==> src/rtl/alarm_pkg.sv <==
package alarm_pkg;
  localparam int FIELD_W  = 8;
  localparam int N_FIELDS = 6;
  localparam int N_ALARMS = 2;

  typedef enum logic [1:0] {
    PIN_IRQ  = 2'b00,
    PIN_FAST = 2'b01,
    PIN_MID  = 2'b10,
    PIN_SLOW = 2'b11
  } pin_sel_e;
endpackage

==> src/rtl/alarm_cmp.sv <==
module alarm_cmp #(
  parameter int NF = 6,
  parameter int FW = 8
) (
  input  logic [NF*FW-1:0] now_i,
  input  logic [NF*FW-1:0] val_i,
  input  logic [NF-1:0]    en_i,
  output logic             hit_o
);
  logic [NF-1:0] fld_ok;

  for (genvar k = 0; k < NF; k++) begin : g_fld
    assign fld_ok[k] = !en_i[k] || (now_i[k*FW +: FW] == val_i[k*FW +: FW]);
  end

  // an empty mask must never match
  assign hit_o = (|en_i) && (&fld_ok);
endmodule

==> src/rtl/alarm_slot.sv <==
module alarm_slot (
  input  logic clk_i,
  input  logic rst_ni,
  input  logic tick_i,
  input  logic match_i,
  input  logic arm_i,
  input  logic repeat_i,
  input  logic clr_i,
  output logic flag_o,
  output logic armed_o
);
  logic armed_q, flag_q, fire;

  assign fire = tick_i && armed_q && match_i;

  always_ff @(posedge clk_i or negedge rst_ni) begin
    if (!rst_ni) begin
      armed_q <= 1'b0;
    end else if (arm_i) begin
      armed_q <= 1'b1;
    end else if (fire && !repeat_i) begin
      armed_q <= 1'b0;
    end
  end

  always_ff @(posedge clk_i or negedge rst_ni) begin
    if (!rst_ni) begin
      flag_q <= 1'b0;
    end else if (fire) begin
      flag_q <= 1'b1;
    end else if (clr_i) begin
      flag_q <= 1'b0;
    end
  end

  assign flag_o  = flag_q;
  assign armed_o = armed_q;

  AST_SET_ONLY_ON_TICK: assert property (@(posedge clk_i) disable iff (!rst_ni)
    (!tick_i && !flag_q) |=> !flag_q);
  AST_FLAG_STICKY: assert property (@(posedge clk_i) disable iff (!rst_ni)
    (flag_q && !clr_i) |=> flag_q);
  AST_SET_BEATS_CLEAR: assert property (@(posedge clk_i) disable iff (!rst_ni)
    (tick_i && armed_q && match_i) |=> flag_q);
  AST_ONESHOT_DISARM: assert property (@(posedge clk_i) disable iff (!rst_ni)
    (tick_i && armed_q && match_i && !repeat_i && !arm_i) |=> !armed_q);
  AST_REPEAT_STAYS: assert property (@(posedge clk_i) disable iff (!rst_ni)
    (armed_q && repeat_i) |=> armed_q);
endmodule

==> src/rtl/freq_div.sv <==
module freq_div
  import alarm_pkg::*;
#(
  parameter int FAST_BIT = 0,
  parameter int MID_BIT  = 3,
  parameter int SLOW_BIT = 15
) (
  input  logic       clk_i,
  input  logic       rst_ni,
  input  logic [1:0] sel_i,
  input  logic       irq_n_i,
  output logic       pin_o
);
  localparam int CNT_W = SLOW_BIT + 1;

  logic [CNT_W-1:0] cnt_q;

  always_ff @(posedge clk_i or negedge rst_ni) begin
    if (!rst_ni) cnt_q <= '0;
    else         cnt_q <= cnt_q + 1'b1;
  end

  always_comb begin
    unique case (pin_sel_e'(sel_i))
      PIN_FAST: pin_o = cnt_q[FAST_BIT];
      PIN_MID:  pin_o = cnt_q[MID_BIT];
      PIN_SLOW: pin_o = cnt_q[SLOW_BIT];
      default:  pin_o = irq_n_i;
    endcase
  end

  AST_FAST_TOGGLES: assert property (@(posedge clk_i) disable iff (!rst_ni)
    (sel_i == PIN_FAST && FAST_BIT == 0) |=> (sel_i != PIN_FAST) || (pin_o != $past(pin_o)));
endmodule

==> src/rtl/alarm_irq_unit.sv <==
module alarm_irq_unit
  import alarm_pkg::*;
#(
  parameter int NA       = N_ALARMS,
  parameter int NF       = N_FIELDS,
  parameter int FW       = FIELD_W,
  parameter int FAST_BIT = 0,
  parameter int MID_BIT  = 3,
  parameter int SLOW_BIT = 15
) (
  input  logic                clk_i,
  input  logic                rst_ni,
  input  logic                tick_i,
  input  logic [NF*FW-1:0]    now_i,
  input  logic [NA*NF*FW-1:0] alm_val_i,
  input  logic [NA*NF-1:0]    alm_en_i,
  input  logic [NA-1:0]       arm_i,
  input  logic [NA-1:0]       repeat_i,
  input  logic [NA-1:0]       irq_en_i,
  input  logic [NA-1:0]       clr_i,
  input  logic [1:0]          pin_sel_i,
  output logic [NA-1:0]       flag_o,
  output logic [NA-1:0]       armed_o,
  output logic                pin_o
);
  localparam int SET_W = NF * FW;

  logic irq_n;

  for (genvar a = 0; a < NA; a++) begin : g_alm
    logic match;

    alarm_cmp #(.NF(NF), .FW(FW)) u_cmp (
      .now_i (now_i),
      .val_i (alm_val_i[a*SET_W +: SET_W]),
      .en_i  (alm_en_i[a*NF +: NF]),
      .hit_o (match)
    );

    alarm_slot u_slot (
      .clk_i    (clk_i),
      .rst_ni   (rst_ni),
      .tick_i   (tick_i),
      .match_i  (match),
      .arm_i    (arm_i[a]),
      .repeat_i (repeat_i[a]),
      .clr_i    (clr_i[a]),
      .flag_o   (flag_o[a]),
      .armed_o  (armed_o[a])
    );

    AST_EMPTY_MASK_SILENT: assert property (@(posedge clk_i) disable iff (!rst_ni)
      ((alm_en_i[a*NF +: NF] == '0) && !flag_o[a]) |=> !flag_o[a]);
  end

  assign irq_n = ~|(flag_o & irq_en_i);

  freq_div #(
    .FAST_BIT (FAST_BIT),
    .MID_BIT  (MID_BIT),
    .SLOW_BIT (SLOW_BIT)
  ) u_div (
    .clk_i   (clk_i),
    .rst_ni  (rst_ni),
    .sel_i   (pin_sel_i),
    .irq_n_i (irq_n),
    .pin_o   (pin_o)
  );

  AST_PIN_LOW_ON_IRQ: assert property (@(posedge clk_i) disable iff (!rst_ni)
    (pin_sel_i == PIN_IRQ && |(flag_o & irq_en_i)) |-> !pin_o);
  AST_PIN_IDLE_HIGH: assert property (@(posedge clk_i) disable iff (!rst_ni)
    (pin_sel_i == PIN_IRQ && !(|(flag_o & irq_en_i))) |-> pin_o);
endmodule

==> config.mk <==
export PLATFORM = sky130hd
export DESIGN_NAME = alarm_irq_unit
export DESIGN_NICKNAME = d
export VERILOG_FILES = /design/src/rtl/alarm_pkg.sv /design/src/rtl/alarm_cmp.sv /design/src/rtl/alarm_slot.sv /design/src/rtl/freq_div.sv /design/src/rtl/alarm_irq_unit.sv
export SDC_FILE = /design/constraint.sdc
export NUM_CORES = 1
export LEC_CHECK = 0
export CORE_MARGIN = 2
export CORE_UTILIZATION = 32
export CTS_BUF_LIST = sky130_fd_sc_hd__clkbuf_16
export DETAILED_ROUTE_END_ITERATION = 10
export PLACE_DENSITY = 0.83
export REMOVE_ABC_BUFFERS = 1
export SLEW_MARGIN = 5
export SYNTH_ARGS = -nofsm -noshare
export SYNTH_HDL_FRONTEND = slang
export SYNTH_SLANG_ARGS = --single-unit
==> constraint.sdc <==
create_clock -name clk_i -period 1.8 [get_ports clk_i]
set_input_delay 0.36 -clock clk_i [delete_from_list [all_inputs] [get_ports clk_i]]
set_output_delay 0.36 -clock clk_i [all_outputs]
set_load 0.05 [all_outputs]
# [Word level (Yosys, flattened, before mapping)]
# Index checks and enable logic that the tools add are counted.
[word_totals] output_inout_bits=5 inputBits=169 ff_bits=20
[op_classes] n_addsub=1 mux=9 n_eq_ne=15 n_reduce_logical=44 n_bitwise=1
[op_table] op="8-bit == test" n=12
[op_table] op="16-bit by 1-bit adder with 16-bit output (second input constant)" n=1
[op_table] op="1-bit zero test" n=15
[op_table] op="1-bit logical OR" n=12
[op_table] op="6-bit AND reduction" n=2
[op_table] op="6-bit OR reduction" n=2
[op_table] op="1-bit logical AND" n=8
[op_table] op="1-bit 2-to-1 mux" n=8
[op_table] op="2-bit nonzero test" n=4
[op_table] op="2-bit == test (second input constant)" n=2
[op_table] op="1-bit case mux with 3 select lines" n=1
[op_table] op="2-bit bitwise AND" n=1
[op_table] op="2-bit by 1-bit == test with 1-bit output (second input constant)" n=1
[op_table] op="2-bit OR reduction" n=1

# [Depth between registers and ports, before layout]
# Gate-level depths: netlist of run 1.
[logic_depth] depth_word=8 mapped_depth=5

# [Modules after synthesis]
# A second synthesis of run 1 with hierarchy kept.
[hier_totals] cells_unflattened=220 hier_area_um2=1988.2
[modules_own_cells] mod="alarm_cmp" area_per_inst_um2=559.3 seq_area_each_um2=0.0 cells_per_inst=72 instances=2
[modules_own_cells] mod="freq_div" area_per_inst_um2=701.9 seq_area_each_um2=400.4 cells_per_inst=59 instances=1
[modules_own_cells] mod="alarm_slot" area_per_inst_um2=77.6 seq_area_each_um2=50.0 cells_per_inst=8 instances=2
[modules_own_cells] mod="alarm_irq_unit" area_per_inst_um2=12.5 seq_area_each_um2=0.0 cells_per_inst=1 instances=1

# [Least setup slack after synthesis of run 1]
# OpenSTA, ideal clock, no wires.
[synth_timing] kind="input to register" start="in alm_en_i[1]" end="reg g_alm[0].u_slot.flag_q" setup_slack_ns=0.353 arrival_time_ns=1.320 stages=4 required_ns=1.673 setup_ns=0.127 path_cell_list="or4_1 o311a_1 nand4_1 o22ai_1"
[synth_between] elab_chain_len=6
[synth_lines] element="from (decl)" line="alarm_irq_unit.sv:16" rtl="input logic [NA*NF-1:0] alm_en_i,"
[synth_lines] element="1-bit zero test" line="alarm_cmp.sv:13" rtl="assign fld_ok[k] = !en_i[k] || (now_i[k*FW +: FW] == val_i[k*FW +: FW]);"
[synth_lines] element="1-bit logical OR" line="alarm_cmp.sv:13"
[synth_lines] element="6-bit AND reduction" line="alarm_cmp.sv:17" rtl="assign hit_o = (|en_i) && (&fld_ok);"
[synth_lines] element="1-bit logical AND (*)" line="alarm_cmp.sv:17"
[synth_lines] element="1-bit logical AND (*)" line="alarm_slot.sv:14" rtl="assign fire = tick_i && armed_q && match_i;"
[synth_lines] element="1-bit 2-to-1 mux / 2-bit nonzero test (equally long branches)"
[synth_lines] element="to (signal assigned)" line="alarm_slot.sv:28" rtl="flag_q <= 1'b0;"
[synth_lines] element="to (signal assigned)" line="alarm_slot.sv:30" rtl="flag_q <= 1'b1;"
[synth_lines] element="to (signal assigned)" line="alarm_slot.sv:32" rtl="flag_q <= 1'b0;"
[synth_lines] element="to (decl)" line="alarm_slot.sv:12" rtl="logic armed_q, flag_q, fire;"
# Every way passes the cells marked *; elsewhere a longest branch is shown, timed or not.
# A chain may end at the register's enable or synchronous reset.

# [Final worst setup path of run 1]
[layout_timing] start="reg g_alm[0].u_slot.flag_q" end="out pin_o"
[layout_between] elab_chain_len=4
[layout_lines] element="2-bit bitwise AND" line="alarm_irq_unit.sv:56" rtl="assign irq_n = ~|(flag_o & irq_en_i);"
[layout_lines] element="2-bit OR reduction" line="alarm_irq_unit.sv:56"
[layout_lines] element="1-bit zero test" line="alarm_irq_unit.sv:56"
[layout_lines] element="1-bit case mux with 3 select lines" line="freq_div.sv:24" rtl="unique case (pin_sel_e'(sel_i))"
[layout_lines] element="to (decl)" line="alarm_irq_unit.sv:24" rtl="output logic pin_o"
# No other way between the ends.

==> run summary, run 1 <==
The run finished with clean final reports. The share of total power in combinational logic came out at 40.4%. The longest clock path from root to sink contains 2 buffers. The initialized floorplan defines 28 standard-cell rows. The latest clock arrival within the worst-skew pair is about 250 ps.

The largest fanout on the critical path came out at 3. The total net switching power is 0.000374 W. The endpoint identified for the worst register-to-register timing path is u_div.cnt_q[12]. The synthesized design contains 0 enable-type register cells. The number of remaining DRC errors came out at 0. After clock tree synthesis, the clock-pin slew on the worst setup and hold paths is 50 ps.

The cell type with the highest aggregate area in the netlist is sky130_fd_sc_hd__xnor2_1. The final wirelength is 7.11 mm. After Yosys synthesis, full adders, half adders and majority gates account for 0.632% of the synthesized area. The detailed router placed 2261 vias in this run.

Adding up every negative setup slack in the final design gives 0 ps. After synthesis, the share of cell area in mux cells is 1.14%. The data arrival time at the worst-slack endpoint came out at 1400 ps. The top-area cell type share of the netlist area is 46.9%. The proportion of total power due to net switching is a little over a fifth. The XOR/XNOR share of the synthesized area is 48.6%.

The number of setup violations in the final report is 0. For this run, the share of the core covered by cells in the final layout is 66.2%. The pin count of the biggest net entering global routing came out at 21.

The maximum level of the CTS H-tree is 1. The critical path starts at g_alm[0].u_slot.flag_o. The average wire per standard cell came out at 15.1 um. The minimum clock period after layout is about 1800 ps.

The number of buffers added to fix hold violations after cts is 0. The required time at the endpoint of the critical path came out at around 1400 ps. The number of cells in the design after placement came out at 466.

For this run, the post-layout net count is 566. The clock sink count is 20. The global-route wire length before repair is 11.2 mm.

Sorting the synthesized cells by area gives the leading types as sky130_fd_sc_hd__xnor2_1 47%, sky130_fd_sc_hd__dfrtp_1 25%, sky130_fd_sc_hd__nand4_1 9.8%, sky130_fd_sc_hd__o21ai_0 3.0%, sky130_fd_sc_hd__xor2_1 1.8%. Measured in cells, the most critical reg-to-reg path has a length of 5. The max-slew violation count came out at 0. The estimated wirelength of the detail-placed design came out at 6.59 mm.

The die is 82.7 um wide. The final non-filler cell total came out at 470. The capturing instance or port of the critical path is pin_o. The signed area change from the synthesized netlist to the final layout came out at 99.1%.

The via density per instance came out at 4.81. STA classifies the critical path endpoint as an output pin. The number of register bits inferred by synthesis came out at 20. The count of TritonRoute iterations in the first routing pass is 4. In this run the tool buffered the top-level ports with between 150 and 200 buffer cells.

The complex-gate fraction of the synthesized area is 6.06%. The startpoint identified for the worst register-to-register timing path is u_div.cnt_q[3]. Routability-driven placement finished with a final weighted congestion of 0.909. The actual transition at the worst max-transition pin is about 330 ps. The cell internal power dissipation is 0.00138 W. For this run the aggregate overflow at the end of global routing stands at 0. The area fraction in and, or, nand and nor cells after synthesis came out at around 16%. The worst max-slew margin expressed relative to the limit came out at 77.7%. In this run the worst hold path is classified as primary input to asynchronous set/reset pin. The die is between 80 and 90 um tall. The critical path class is register to output pin.

Across every metal layer, demand over resource in global routing totals 21.5%. Yosys instantiated no cell more often than sky130_fd_sc_hd__xnor2_1. The number of clock buffers inserted by TritonCTS is 3. TritonCTS built the clock tree. The via count of the first global-routing pass is 2598. In the synthesized netlist the dominant register cell turns out to be sky130_fd_sc_hd__dfrtp_1. The slack of the worst reg-to-reg path came out at 300 ps. The count of nets left with antenna violations once routing finished came out at 0.

The total power came out at 0.00176 W. The worst-case IR drop observed on VDD is between 0.6 and 0.7 mV. The root buffer selected by CTS is sky130_fd_sc_hd__clkbuf_16. The sequential fraction of design power is 25.7%. By area, the combinational part of the netlist is dominated by XOR/XNOR gates. The share of final-layout standard cells stronger than drive strength 1 is 5.57%. The post-synthesis sequential area ratio is between 20% and 30%.

The count of inserted antenna diode cells came out at 0. The Yosys step of the flow raised 0 warnings. The share of synthesized flip-flops with an asynchronous set or reset came out at 100%. The mean area per synthesized cell is 9.30 um2. Of the available clock period, the critical path in the final layout requires 97.9%.

After technology mapping, the gate count stands at 213. Between clock sinks in the finished design, the worst skew comes to between 2 and 3 ps. The highest attainable clock frequency came out at 568 MHz. The fill cell instance count of the final layout came out at 486. Once the floorplan was initialized, standard cells occupied 33.3% of the core. Setup repair after global routing left no endpoint under its margin. STA classifies the critical path startpoint as a register.

By count the netlist is led by 106 x sky130_fd_sc_hd__xnor2_1, 31 x sky130_fd_sc_hd__nand4_1, 20 x sky130_fd_sc_hd__dfrtp_1, 12 x sky130_fd_sc_hd__o21ai_0, 6 x sky130_fd_sc_hd__nand2_1. The number of antenna violations at the first check in global routing is 0. In this run, the clock network consumes 33.9% of the power. The number of violations of the max-capacitance limit came out at 0. The total setup buffers inserted after CTS came out at 0. In this run the static leakage power is 1.41 nW. In this run the count of I/O pins placed on the die edge is about 170. The power per cell area came out at between 400 and 500 mW/mm2. The violation count after the first detailed-route iteration is 40. The tightest hold margin is approximately 450 ps. The cell area after technology mapping is 0.00198 mm2. The die covers just under 0.007 mm2. The core footprint is 0.00596 mm2. The count of endpoints failing hold in the final timing report came out at 0.

After synthesis, the netlist uses 20 different library cells.
metrics by stage:
step                      setup WS, ps  instance area (um2)
after floorplan                   37.8                 1950
after global placement            -182                 3830
after detailed placement          -230                 3830
after CTS                         25.2                 3940
after global routing              4.17                 3940
final                             38.6                 3940
metal layers:
| layer | routed length [um] | GRT usage [%] |
|---|---|---|
| met1 | 2470 | 22.2 |
| met2 | 3830 | 41.9 |
| met3 | 652 | 6.20 |
| met4 | 161 | 5.74 |
| met5 | 0 | 0 |
layout make-up:
cell class	count	area (um2)	share of cell area, %
Clock buffer	3	75.1	1.90
Clock inverter	1	30.0	0.761
Inverter	3	11.3	0.286
Multi-Input combinational cell	186	1440	36.6
Sequential cell	20	500	12.7
Tap cell	75	93.8	2.38
Timing Repair Buffer	182	1790	45.4
cell usage in the layout (no fill, tap or decap), types with 2 or more instances in the layout:
cell type                         instances
sky130_fd_sc_hd__buf_4                   13
sky130_fd_sc_hd__dfrtp_1                 20
sky130_fd_sc_hd__clkbuf_16                3
sky130_fd_sc_hd__and4_1                   2
sky130_fd_sc_hd__nand3_1                  5
sky130_fd_sc_hd__xor2_1                   4
sky130_fd_sc_hd__inv_1                    3
sky130_fd_sc_hd__nand2_1                  6
sky130_fd_sc_hd__o311a_1                  2
sky130_fd_sc_hd__clkdlybuf4s50_1        165
sky130_fd_sc_hd__xnor2_1                106
sky130_fd_sc_hd__nor2_1                   4
sky130_fd_sc_hd__dlygate4sd2_1            3
sky130_fd_sc_hd__nand4_1                 31
sky130_fd_sc_hd__o21ai_0                 12
sky130_fd_sc_hd__o22ai_1                  2
sky130_fd_sc_hd__and3_1                   4
sky130_fd_sc_hd__o22a_2                   2
power groups by stage:
stage,combinational (W),sequential (W),clock (W)
2_1_floorplan,0.000224,0.000462,0
3_3_place_gp,0.000701,0.000459,0
3_5_place_dp,0.000714,0.000459,0
4_1_cts,0.000716,0.000451,0.000607
5_1_grt,0.000765,0.000451,0.000631
6_report,0.000709,0.000452,0.000596
worst max-delay path, stage by stage (launching register included):
cell and delay (ps):
sky130_fd_sc_hd__dfrtp_1 390, sky130_fd_sc_hd__a22oi_1 100, sky130_fd_sc_hd__mux4_2 480, sky130_fd_sc_hd__buf_8 170
what timing repair did:
action | CTS | global route
hold endpoints to repair | 0 | 0
setup endpoints to repair | 1 | 2
pin swaps | 1 | 0
gates resized for setup | 5 | 1
worst min path at each step:
stage,from,endpoint,slack (ps),depth (start not counted)
after floorplan,rst_ni,g_alm[0].u_slot.armed_o,60,0
after global placement,u_div.cnt_q[12],u_div.cnt_q[12],450,1
after detailed placement,u_div.cnt_q[12],u_div.cnt_q[12],450,1
after CTS,rst_ni,u_div.cnt_q[2],460,2
after global routing,rst_ni,u_div.cnt_q[6],490,2
final,rst_ni,u_div.cnt_q[2],450,2
cells by family after synthesis:
| kind of cell | after synthesis |
|---|---|
| AOI/OAI and AO/OA | 19 |
| xor gates and xnor gates | 110 |
| adders and majority gates | 1 |
| buffers and inverters | 7 |
| DFF | 20 |
| muxes | 1 |
| and+or+nand+nor | 55 |
sequential cells by signal, summed over array words and instances, names as in the netlist:
signal,cells
g_alm.u_slot.armed_o,2
g_alm.u_slot.flag_o,2
u_div.cnt_q,16
Note: power is estimated with default switching activity, not from simulation.
==> inputs of run 2 (changes only) <==
CTS_BUF_LIST = sky130_fd_sc_hd__clkbuf_8 sky130_fd_sc_hd__clkbuf_16   (was sky130_fd_sc_hd__clkbuf_16)
==> run 2 against run 1 <==
Cell count did not move. Sequential power barely moved. Worst setup slack got worse by 24 ps. Worst hold slack got worse by 17 ps. Design area fell by 0.95%. Largest cell class unchanged. Critical path depth did not move. Die area did not move. Clock power fell by 26%.
==> run summary, run 2 (synthesized netlist as in run 1, its figures left out) <==
Setup violations remaining at the end of the flow were counted as 0. The total power came out at between 0.0015 and 0.002 W. The total setup buffers inserted after CTS is 0. The violation count after the first detailed-route iteration came out at 30.

The flow ran to the end, and the final reports show no timing, DRC or antenna violations. Setup repair after global routing could not meet its margin everywhere. The worst clock skew on the final layout came out at roughly 5.4 ps.

The final estimated routing congestion in global placement came out at between 0.9 and 1. The library cells used most frequently in the layout, excluding fill and tap cells, are 165 x sky130_fd_sc_hd__clkdlybuf4s50_1, 106 x sky130_fd_sc_hd__xnor2_1, 31 x sky130_fd_sc_hd__nand4_1, 20 x sky130_fd_sc_hd__dfrtp_1, 13 x sky130_fd_sc_hd__buf_4. Summed over all layers, the global routing overflow is 0. The vertical die dimension is 82.7 um. The least setup slack across all paths after layout came out at 14.7 ps. The count of TritonRoute iterations in the first routing pass is 4. The highest attainable clock frequency came out at 560 MHz. The total I/O pin count came out at around 170. IR analysis of the VDD net gives a maximum drop of between 0.5 and 0.6 mV.

The worst setup path is captured at an output pin. The max-slew violation count came out at 0. The buffering stage count on the worst path with inverters included came out at 1. The largest stage delay on the critical path came out at 490 ps. The number of clock buffers inserted by TritonCTS is 3. The critical path startpoint category is a register.

The clock passes through at most 2 buffers. The flip-flop count of the largest register, all copies and words added came out at 16. The tightest hold margin is 436 ps. The worst max-slew margin expressed relative to the limit is 77.6%.

TritonCTS built the clock tree. The quantity of I/O buffers inserted on ports is 173. The number of remaining DRC errors is 0. The minimum clock period after layout came out at 1790 ps.

Walking the worst path, the cells encountered are a22oi_1 > mux4_2 > buf_8. In this run the critical register-to-register path is captured at u_div.cnt_q[15]. The overall fraction of global-route tracks in use came out at roughly a fifth.

0 antenna diodes ended up in the layout. Summed over all nets, the half-perimeter wirelength after detailed placement is 6.59 mm. The final wirelength is between 7 and 8 mm. The final layout net count is 566. The root buffer selected by CTS is sky130_fd_sc_hd__clkbuf_8. The post-CTS clock slew at the launch and capture registers of the worst setup and hold paths came out at 70 ps. For this design, the CTS-stage hold fixing added 0 buffers. The average wire per standard cell came out at 15.0 um. The via count of the first global-routing pass is between 2000 and 3000. The global-route wire length before repair is ~11 mm.

Entering global routing, the biggest net connects 21 pins. In this run the critical register-to-register path is launched from u_div.cnt_q[2]. In this run the register-to-register setup slack is 320 ps.

In this run the number of cells on the critical path is 3. The number of antenna violations at the first check in global routing is 0. The standby leakage power came out at 1.39 nW. The vias after detailed routing came out at ~2300. The antenna violation net count after detailed routing is 0. In this run the number of H-tree levels came out at 1. The die covers approximately 0.007 mm2. The source of the critical timing path is g_alm[0].u_slot.flag_o.

The core footprint came out at about 0.0060 mm2. The critical path in this run is classified as register to output pin. In the routed layout, each cell is associated on average with a via count of 4.82. The number of placement rows came out at 28. On the critical path, the stage with the largest delay is an instance of sky130_fd_sc_hd__mux4_2. For this design the ratio of total power to cell area is 409 mW/mm2.

The post-route fraction of the period consumed by the critical path came out at 99.2%. The largest fanout on the critical path came out at 3. The worst min-delay path category is primary input to asynchronous set/reset pin. The required time at the endpoint of the critical path came out at 1440 ps.

Cells fill ~66% of the core in the end. At the later pin of the worst-skew pair, clock insertion delay measures 260 ps. The clock sink count came out at 20. The setup slack after placement is -230 ps. Grouping stages by cell kind, the critical path spends the most delay in multiplexers.

The number of violations of the max-capacitance limit came out at 0. In the final timing run, aggregate negative setup slack is 0 ps. The initial utilization of the core area, before any placement, comes to around a third.

Leaving out fill and tap cells, the most frequent cell in the layout is sky130_fd_sc_hd__clkdlybuf4s50_1. The largest register by flop count is u_div.cnt_q. The data arrival time at the worst-slack endpoint came out at 1430 ps. The signed area change from the synthesized netlist to the final layout is 97.2%. The count of endpoints failing hold in the final timing report came out at 0. The share of final-layout standard cells stronger than drive strength 1 came out at 5.32%. The actual transition at the worst max-transition pin is 333 ps. In this run the horizontal extent of the chip is 82.7 um. Following the worst setup path forward leads to its endpoint at pin_o. The depth of the most critical reg-to-reg path came out at 5.
## run 2: report_power, final
part | internal, W | switching [W] | leakage [nW]
registers | 0.000450 | 0.000000947 | 0.254
clock network | 0.000297 | 0.000142 | 0.0357
logic | 0.000491 | 0.000217 | 1.10
total | 0.00124 | 0.000360 | 1.39
## run 2: stage by stage
stage	instances	area, um2
after floorplan	209	1950
final	470	3910
after global placement	466	3830
after detailed placement	466	3830
after CTS	470	3910
after global routing	470	3910
## run 2: worst min-delay path by stage
stage,cells after the start,end,slack (ps)
6_report,2,u_div.cnt_q[11],440
5_1_grt,2,u_div.cnt_q[11],470
4_1_cts,2,u_div.cnt_q[2],440
3_5_place_dp,1,u_div.cnt_q[12],450
3_3_place_gp,1,u_div.cnt_q[12],450
2_1_floorplan,0,g_alm[0].u_slot.armed_o,60
## run 2: area by class of cell
class                           count  area, um2
Tap cell                           75       93.8
Clock inverter                      1       30.0
Timing Repair Buffer              182       1790
Sequential cell                    20        500
Clock buffer                        3       41.3
Multi-Input combinational cell    186       1440
Fill cell                         492       2050
Inverter                            3       11.3
## run 2: timing repair
item                       CTS  global route
pin swaps                    1             1
gates resized for setup      5             0
gates cloned                 0             0
setup endpoints to repair    1             1
## run 2: per-layer routing
| metal | global-route usage [%] | up-vias | part of all wire, % |
|---|---|---|---|
| met5 | 0 | - | 0 |
| met4 | 5.74 | 0 | 2.4 |
| met3 | 6.20 | 17 | 9.6 |
| met2 | 41.5 | 117 | 53 |
| met1 | 22.1 | 1017 | 35 |
| li1 | - | 1113 | - |
==> inputs of run 3 (changes only) <==
CAP_MARGIN = 20   (was not set)
CORE_MARGIN = not set   (was 2)
==> run 3 against run 2 <==
Critical path depth did not move. Clock power down 23%. Global-route usage up 0.64 points. Largest cell class unchanged. Count of clock-buffer cells in the layout increased by 1. Via count increased by 1.6%.
==> run summary, run 3 (synthesized netlist as in run 1, its figures left out) <==
The depth of the most critical reg-to-reg path is 5. The actual transition at the worst max-transition pin is 335 ps. The violation count after the first detailed-route iteration is 39.

The worst pin sits at a relative slew slack of 77.4%. The final non-filler cell total is 471. The total area inside the core boundary comes to 0.00596 mm2.

The total I/O pin count is 174. The largest stage delay on the critical path came out at 480 ps. The clock sink count came out at 20. The floorplan has 28 rows. The post-route fraction of the period consumed by the critical path is a little over nine tenths. The flip-flop count of the largest register, all copies and words added is 16. Clock-pin slew was measured on the worst setup and hold paths at 70 ps. The maximum level of the CTS H-tree is 1.

The worst setup path is launched from a register. The power per cell area came out at 384 mW/mm2. The multi-input gate area in the final layout came out at 0.00145 mm2. The worst flop-to-flop path endpoint is u_div.cnt_q[15]. The final estimated routing congestion in global placement came out at around 0.84. The estimated wirelength of the detail-placed design is ~6.5 mm. The cell with the biggest individual delay on the critical path is sky130_fd_sc_hd__mux4_2. The run finished with clean final reports. The max-slew violation count came out at 0.

The initial core utilization came out at 33.3%. The global-route wire length before repair is 10.9 mm. Summed over all layers, the global routing overflow is 0.

The via density per instance is ~4.9. The fill cell instance count of the final layout is 487. The final layout net count is 567.

The sum of negative setup slack came out at 0 ps. The met1 track demand over resource came out at 23.3%. The met2 track demand over resource in global routing came out at 42.7%. After global routing, the most crowded layer is met2. The largest fanout on the critical path came out at 3. Once routing completed, OpenROAD measured the worst setup slack at 23.1 ps. The signal on the critical path passes through a22oi_2 > mux4_2 > buf_8. The count of TritonRoute iterations in the first routing pass came out at 4. By startpoint and endpoint, the worst setup path is classified as register to output pin. The horizontal extent of the die came out at roughly 80 um. The vertical die dimension came out at 80.7 um. For this design the static power due to leakage is ~1.4 nW. The data arrival time at the worst-slack endpoint came out at 1420 ps. The capturing instance or port of the critical path is pin_o. For this block, the routed nets add up to 7.09 mm of wire. The quantity of I/O buffers inserted on ports came out at 173. The number of setup violations in the final report is 0. The via count of the first global-routing pass came to approximately 2400. The worst clock skew on the final layout is ~1.1 ps. The number of violations of the max-capacitance limit is 0. Setup repair after global routing could not meet its margin everywhere.

The number of buffers on the longest clock path is 2. Among cell families on the critical path, the largest total delay comes from multiplexers. The startpoint identified for the worst register-to-register timing path is u_div.cnt_q[3]. The largest register by flop count is u_div.cnt_q. The share of final-layout standard cells stronger than drive strength 1 is 6.31%. In the global route stage, overall resource usage came out at 22.0%. The minimum clock period after layout is 1780 ps. For the worst-skew pair, the clock arrives at the later sink with an insertion delay of 250 ps. The TritonCTS clock tree is yes. Tracing the worst setup path back leads to its startpoint at g_alm[0].u_slot.flag_o. The detailed router placed 2301 vias in this run. The area of the die came out at 0.00651 mm2. The buffering stage count on the worst path with inverters included came out at 1. The met3 usage in global routing came out at 5.11%. In the final routed layout, each cell accounts on average for 15.1 um.

The cell sitting at the root of the clock tree is a sky130_fd_sc_hd__clkbuf_8. The min-delay analysis places its worst path in the category primary input to asynchronous set/reset pin. The count of cell instances traversed by the critical path came out at 3.

The final core utilization came out at 65.7%. The number of clock buffers inserted by TritonCTS is 3. The number of antenna diodes in the final layout is 0. The peak supply drop came out at 0.530 mV. The number of antenna violations at the first check in global routing is 0. The register area is 500 um2.

The antenna violation net count after detailed routing is 0. The worst setup path is captured at an output pin. The number of remaining DRC errors came out at 0. The library cells used most frequently in the layout, excluding fill and tap cells, are 165 x sky130_fd_sc_hd__clkdlybuf4s50_1, 106 x sky130_fd_sc_hd__xnor2_1, 31 x sky130_fd_sc_hd__nand4_1, 20 x sky130_fd_sc_hd__dfrtp_1, 14 x sky130_fd_sc_hd__buf_4. The slack of the worst reg-to-reg path came out at a little under 300 ps. The setup slack after placement is -227 ps. The library cell used most frequently in the layout, excluding fill and tap cells, is sky130_fd_sc_hd__clkdlybuf4s50_1. The signed area change from the synthesized netlist to the final layout came out at 97.4%.

The pin count of the biggest net entering global routing is 21. Including well taps, the total number of placed cells is ~470. The count of endpoints failing hold in the final timing report was 0. The required time at the endpoint of the critical path is 1440 ps. The highest attainable clock frequency came out at 563 MHz.
==> run 3: cell count changes in the layout (fill, tap and decap cells not counted) <==
cell,change
sky130_fd_sc_hd__buf_4,+1
sky130_fd_sc_hd__a22oi_1,-1
sky130_fd_sc_hd__or4_4,+2
sky130_fd_sc_hd__clkbuf_8,+1
sky130_fd_sc_hd__bufinv_16,-1
sky130_fd_sc_hd__or4_1,-2
sky130_fd_sc_hd__a22oi_2,+1
==> run 3: per-layer routing <==
layer	share of wire [%]	vias up	wire (um)
met5	0	-	0
met3	9.5	13	676
li1	-	1112	-
met1	36	1040	2570
met2	52	136	3690
met4	2.2	0	155
==> run 3: what timing repair did <==
item | CTS | global route
hold endpoints to repair | 0 | 0
resized for setup | 5 | 3
pin swaps | 1 | 0
buffers inserted | 0 | 1
hold buffers | 0 | 0
setup endpoints to repair | 1 | 4
==> run 3: cell type report <==
| type | count | share of cell area (%) |
|---|---|---|
| sequential | 20 | 12.8 |
| timing repair buffer | 183 | 46.0 |
| tap | 75 | 2.40 |
| clock buffer | 4 | 1.41 |
| multi-input combinational | 186 | 37.1 |
| inverter | 3 | 0.288 |
==> run 3: worst register-to-register path, cell delays in order (launching register included) <==
cell and delay (ps):
sky130_fd_sc_hd__dfrtp_1 440, sky130_fd_sc_hd__and4_1 280, sky130_fd_sc_hd__and4_1 240, sky130_fd_sc_hd__and2_1 180, sky130_fd_sc_hd__nand4_1 120, sky130_fd_sc_hd__xnor2_1 140
==> run 3: worst min-delay path by stage <==
stage / end / slack, ps / depth (start not counted)
final: u_div.cnt_q[15] / 440 / 2
after global routing: u_div.cnt_q[15] / 450 / 2
after CTS: u_div.cnt_q[11] / 440 / 2
after detailed placement: u_div.cnt_q[12] / 450 / 1
after global placement: u_div.cnt_q[12] / 450 / 1
after floorplan: g_alm[0].u_slot.armed_o / 60 / 0
==> run 3: through the flow <==
stage / hold WS [ps] / cell area, um2 / total power (W)
2_1_floorplan: 64.4 / 1950 / 0.000686
3_3_place_gp: 451 / 3830 / 0.00116
3_5_place_dp: 455 / 3830 / 0.00117
4_1_cts: 442 / 3890 / 0.00151
5_1_grt: 448 / 3910 / 0.00158
6_report: 440 / 3910 / 0.00150
==> run 3: report_power, final <==
group	internal, W	switching, W	leakage, nW
combinational	0.000492	0.000221	1.11
sequential	0.000450	0.00000104	0.254
clock	0.000195	0.000141	0.0288
